==> config.mk <==
export PLATFORM = sky130hd
export DESIGN_NAME = bpscan_top
export DESIGN_NICKNAME = d
export VERILOG_FILES = /design/src/rtl/bpscan_pkg.sv /design/src/rtl/bpscan_ctrl.sv /design/src/rtl/bpscan_dp.sv /design/src/rtl/bpscan_top.sv
export SDC_FILE = /design/constraint.sdc
export NUM_CORES = 1
export LEC_CHECK = 0
export BUFFER_PORTS_ARGS = -buffer_cell sky130_fd_sc_hd__buf_4
export CAP_MARGIN = 0
export CELL_PAD_IN_SITES_DETAIL_PLACEMENT = 0
export CELL_PAD_IN_SITES_GLOBAL_PLACEMENT = 1
export CORE_MARGIN = 5
export CORE_UTILIZATION = 40
export DETAILED_ROUTE_END_ITERATION = 8
export PLACE_DENSITY = 0.79
export SETUP_SLACK_MARGIN = 0.05
export SYNTH_ARGS = -nofsm -noshare
export SYNTH_HDL_FRONTEND = slang
export SYNTH_SLANG_ARGS = --single-unit
==> constraint.sdc <==
create_clock -name clk -period 2.6 [get_ports clk]
set_input_delay 0.26 -clock clk [delete_from_list [all_inputs] [get_ports clk]]
set_output_delay 0.26 -clock clk [all_outputs]
set_load 0.005 [all_outputs]
==> src/rtl/bpscan_pkg.sv <==
package bpscan_pkg;

  // Strobes from the sequencer to the datapath
  typedef struct packed {
    logic rdAttr;   // issue attribute-plane read
    logic rdPix;    // issue pixel-plane read
    logic capAttr;  // capture attribute byte into prefetch stage
    logic capPix;   // move prefetch stage into display stage
    logic show;     // active video slot
  } scanStrb_t;

endpackage

==> src/rtl/bpscan_ctrl.sv <==
module bpscan_ctrl
  import bpscan_pkg::*;
#(
  parameter int GRP_W  = 6,
  parameter int LINE_W = 8,
  parameter int SUB_W  = 2
) (
  input  logic                   clk,
  input  logic                   rstN,
  input  logic                   lineStart,
  input  logic                   frameStart,
  output scanStrb_t              strb,
  output logic [GRP_W-1:0]       fetchGrp,
  output logic [GRP_W+SUB_W-1:0] xPos,
  output logic [SUB_W-1:0]       subIdx,
  output logic [LINE_W-1:0]      lineY
);
  localparam int X_W   = GRP_W + SUB_W;
  localparam int CNT_W = X_W + 1;
  localparam logic [CNT_W-1:0] FETCH = CNT_W'(1 << X_W);
  localparam logic [CNT_W-1:0] LEAD  = CNT_W'(3);
  localparam logic [CNT_W-1:0] LAST  = CNT_W'((1 << X_W) + 2);

  logic             run;
  logic [CNT_W-1:0] cnt;
  logic [SUB_W-1:0] phase;
  logic             fetchWin;

  always_ff @(posedge clk) begin
    if (!rstN) begin
      run   <= 1'b0;
      cnt   <= '0;
      lineY <= '0;
    end else if (lineStart) begin
      run   <= 1'b1;
      cnt   <= '0;
      lineY <= frameStart ? '0 : lineY + 1'b1;
    end else if (run) begin
      if (cnt == LAST) run <= 1'b0;
      else             cnt <= cnt + 1'b1;
    end
  end

  always_comb begin
    phase        = cnt[SUB_W-1:0];
    fetchWin     = run && (cnt < FETCH);
    strb.rdAttr  = fetchWin && (phase == SUB_W'(0));
    strb.rdPix   = fetchWin && (phase == SUB_W'(1));
    strb.capAttr = fetchWin && (phase == SUB_W'(1));
    strb.capPix  = fetchWin && (phase == SUB_W'(2));
    strb.show    = run && (cnt >= LEAD);
    fetchGrp     = cnt[X_W-1:SUB_W];
    xPos         = strb.show ? X_W'(cnt - LEAD) : '0;
    subIdx       = xPos[SUB_W-1:0];
  end

endmodule

==> src/rtl/bpscan_dp.sv <==
module bpscan_dp
  import bpscan_pkg::*;
#(
  parameter int GRP_W  = 6,
  parameter int LINE_W = 8,
  parameter int SUB_W  = 2,
  parameter int IDX_W  = 5
) (
  input  logic                          clk,
  input  logic                          rstN,
  input  scanStrb_t                     strb,
  input  logic [GRP_W-1:0]              fetchGrp,
  input  logic [SUB_W-1:0]              subIdx,
  input  logic [LINE_W-1:0]             lineY,
  input  logic [2*(1<<SUB_W)-1:0]       memData,
  output logic                          memRd,
  output logic [GRP_W+LINE_W:0]         memAddr,
  output logic [IDX_W-1:0]              pixIdx
);
  localparam int NIB    = 1 << SUB_W;
  localparam int DATA_W = 2 * NIB;
  localparam int ATTR_W = IDX_W - 2;

  logic [ATTR_W-1:0] attrHold;
  logic [ATTR_W-1:0] curAttr;
  logic [DATA_W-1:0] curPix;
  logic [NIB-1:0]    plane0Nib, plane1Nib;
  logic [SUB_W-1:0]  bitSel;

  always_ff @(posedge clk) begin
    if (!rstN) begin
      attrHold <= '0;
      curAttr  <= '0;
      curPix   <= '0;
    end else begin
      if (strb.capAttr) attrHold <= memData[ATTR_W-1:0];
      if (strb.capPix) begin
        curAttr <= attrHold;
        curPix  <= memData;
      end
    end
  end

  always_comb begin
    memRd     = strb.rdAttr | strb.rdPix;
    memAddr   = {strb.rdPix, fetchGrp, lineY};
    plane0Nib = curPix[DATA_W-1:NIB];
    plane1Nib = curPix[NIB-1:0];
    bitSel    = ~subIdx;  // leftmost pixel takes the nibble MSB
    pixIdx    = strb.show ? {curAttr, plane1Nib[bitSel], plane0Nib[bitSel]} : '0;
  end

endmodule

==> src/rtl/bpscan_top.sv <==
module bpscan_top
  import bpscan_pkg::*;
#(
  parameter int GRP_W  = 6,
  parameter int LINE_W = 8,
  parameter int SUB_W  = 2,
  parameter int IDX_W  = 5
) (
  input  logic                      clk,
  input  logic                      rstN,
  input  logic                      lineStart,
  input  logic                      frameStart,
  output logic                      memRd,
  output logic [GRP_W+LINE_W:0]     memAddr,
  input  logic [2*(1<<SUB_W)-1:0]   memData,
  output logic                      pixValid,
  output logic [GRP_W+SUB_W-1:0]    pixX,
  output logic [LINE_W-1:0]         pixY,
  output logic [IDX_W-1:0]          pixIdx
);
  scanStrb_t         strb;
  logic [GRP_W-1:0]  fetchGrp;
  logic [SUB_W-1:0]  subIdx;

  bpscan_ctrl #(.GRP_W(GRP_W), .LINE_W(LINE_W), .SUB_W(SUB_W)) u_ctrl (
    .clk(clk), .rstN(rstN), .lineStart(lineStart), .frameStart(frameStart),
    .strb(strb), .fetchGrp(fetchGrp), .xPos(pixX), .subIdx(subIdx), .lineY(pixY)
  );

  bpscan_dp #(.GRP_W(GRP_W), .LINE_W(LINE_W), .SUB_W(SUB_W), .IDX_W(IDX_W)) u_dp (
    .clk(clk), .rstN(rstN), .strb(strb), .fetchGrp(fetchGrp), .subIdx(subIdx),
    .lineY(pixY), .memData(memData), .memRd(memRd), .memAddr(memAddr), .pixIdx(pixIdx)
  );

  assign pixValid = strb.show;

endmodule

==> flow_summary_export.csv <==
group,metric,value,unit
global_route,grtUsageTotal,0.134,
sta,worst_pin_slew,720,ps
run_status,status,"finished, final reports clean",
worst_setup_path,worstSetupEndpointType,"output port",
sta,rsz0062_at_grt,"no",
worst_setup_path,required,2340,ps
yosys,yosysWarnings,0,
final_layout,layout_common_cells,"52 x buf_4, 31 x dfxtp_1, 19 x nor2b_1, 17 x nand2_1, 17 x mux2i_1",
clock_tree,cts.htree.levels,2,
sta,maxSlewViolCount,0,
power,ir_drop,0.285,mV
worst_setup_path,path_class,"reg -> out",
die,pin_count,50,
detailed_routing,ant_nets,0,
final_layout,final_util,0.487,
worst_setup_path,crit_path_end,"pixIdx[3]",
detailed_routing,wirelength,4.03,mm
detailed_routing,drt_iter0_drc,52,
worst_setup_path,start_kind,"register",
yosys,syn_nets,230,
final_layout,drive_gt1_frac,0.287,
final_layout,syn2layout_area_growth,20.1,%
die,initial_utilization,0.405,
sta,setup_viol,0,
place,gp_congestion,0.788,
worst_setup_path,crit_fanout,11,
power,power_leakage,0.963,nW
yosys,syn_avg_cell_area,8.87,µm²
flow_run,max_cap_viol_count,0,
worst_setup_path,worst-endpoint-arrival,2090,ps
sta,final.setup.tns,0,ps
die,num_rows,25,
yosys,syn_inst,213,
sta,maxSlewHeadroom,0.519,
yosys,ys_ff_latch,32,
place,placed_cells,290,
final_layout,instances_no_fill,298,
final_layout,diodes,0,
detailed_routing,dr.pass1.iters,6,
worst_setup_path,ff2ff_path_depth,6,
place,port_buffers,49,
die,fp.dieArea,6200,µm²
place,hpwl,2.92,mm
global_route,grt_pass1_vias,1453,
clock_tree,cts_buffer_depth,2,
sta,finalClockSkew,3.70,ps
worst_setup_path,r2r_start,"u_ctrl.cnt[0]",
global_route,grt_max_degree,21,
sta,period_minus_slack,2350,ps
die,core,4660,µm²
die,die_y,78.7,µm
sta,fin_crit_sh,0.904,
yosys,synth_edf_count,0,
sta,max_freq,425,MHz
worst_setup_path,reg2reg_slack,740,ps
global_route,antenna_found_initial,0,
yosys,synth-seq-area-share,0.339,
min_path,hp-class,"in -> reg",
yosys,synth_cell_types,42,
clock_tree,clk_latency,280,ps
clock_tree,root_buffer,"clkbuf_8",
place,place_ws,484,ps
yosys,yosys-top-cells-area,"dfxtp_1 34%, mux2i_1 9.0%, buf_4 7.2%",
clock_tree,clkSinkCount,32,
sta,hold_viol_final,0,
clock_tree,post_cts_buffers,0,
final_layout,final_common_cell,"buf_4",
worst_setup_path,r2r_end,"u_dp.curPix[2]",
detailed_routing,viasPerCell,5.10,
global_route,overflow,0,
clock_tree,cts-buffers-inserted,5,
clock_tree,clk_pin_slew,70,ps
detailed_routing,wl_per_cell,13.5,µm
detailed_routing,drc_errors,0,
detailed_routing,num_vias,1520,
yosys,yosys_most_used_dff,"dfxtp_1",
global_route,grt_pass1_wl,6.71,mm
yosys,synthArstFlopShare,0,
worst_setup_path,critPathLaunch,"u_ctrl.cnt[1]",
power,power.total,0.00104,W
die,die_w,78.7,µm
sta,worst_slack,250,ps
final_layout,fin_nets,260,
yosys,syn-cell-area,1890,µm²
yosys,yosys.area.top_type_share,0.339,
yosys,yosysTopAreaCell,"dfxtp_1",
power,p_per_area,456,nW/µm²
clock_tree,tritoncts,"done",
where the power goes:
group | total, W | internal, W | leakage [nW] | switching (W)
clock network | 0.000470 | 0.000283 | 0.0541 | 0.000187
registers | 0.000502 | 0.000494 | 0.259 | 0.00000716
logic | 0.0000640 | 0.0000316 | 0.650 | 0.0000324
worst min path at each step:
stage | cells past startpoint | start | slack (ps) | endpoint
3_5_place_dp | 2 | u_dp.curPix[3] | 500 | u_dp.curPix[3]
4_1_cts | 3 | memData[3] | 220 | u_dp.curPix[3]
5_1_grt | 3 | memData[4] | 230 | u_dp.curPix[4]
6_report | 3 | memData[3] | 230 | u_dp.curPix[3]
3_3_place_gp | 2 | u_ctrl.lineY[7] | 490 | u_ctrl.lineY[7]
2_1_floorplan | 2 | memData[0] | 430 | u_dp.attrHold[0]
registers in the layout (all words and copies together), names as in the netlist:
signal,count
u_ctrl.cnt,9
u_ctrl.lineY,8
u_dp.curPix,8
u_dp.attrHold,3
u_dp.curAttr,3
u_ctrl.run,1
per-layer routing:
layer / vias to the layer above / part of all wire / GRT usage / wire length [µm]
li1: 792 / - / - / -
met1: 691 / 0.50 / 0.181 / 2010
met2: 32 / 0.44 / 0.209 / 1780
met3: 5 / 0.048 / 0.0385 / 194
met4: 0 / 0.012 / 0.0367 / 48
met5: - / 0 / 0 / 0
cell usage after synthesis (all sizes together), types with 2 or more instances:
cell type,n
a2111oi,3
a211oi,11
a21oi,12
buf,23
clkbuf,6
dfxtp,32
ha,5
inv,11
mux2i,17
mux4,2
nand2,17
nand2b,2
nand3,2
nand3b,2
nand4,6
nor2,6
nor2b,19
nor3,2
o21a,2
o21ai,7
o31ai,2
or3,5
or4,3
xnor2,3
xor2,4
cells by family after synthesis:
family          synth area share
xor+xnor                  0.0325
buf+inv                    0.123
simple gates               0.208
compound gates             0.151
flops                      0.339
mux                        0.114
fa+ha+maj                 0.0331
what timing repair did:
| item | 4_1_cts | 5_1_grt |
|---|---|---|
| endpoints found under the hold margin | 0 | 0 |
| resized for setup | 0 | 1 |
| hold buffers | 0 | 0 |
| setup endpoints to repair | 0 | 13 |
critical path, stage by stage (launching register included):
cell and delay [ps]:
dfxtp_2 390, ha_1 290, nor2b_1 190, a2111oi_2 440, buf_4 250, a211oi_1 90, buf_4 160
stage by stage:
step | instance area, µm² | hold WS [ps]
2_1_floorplan | 1890 | 426
3_3_place_gp | 2160 | 489
3_5_place_dp | 2160 | 504
4_1_cts | 2270 | 220
5_1_grt | 2270 | 229
6_report | 2270 | 229
layout make-up:
type                       count  area (µm²)
multi-input combinational    141        1020
sequential                    32         642
fill                         477        2390
inverter                      11        41.3
timing repair buffer          52         390
tap                           54        67.6
clock inverter                 3        42.5
clock buffer                   5        68.8
Power figures use the tool's default switching activity.
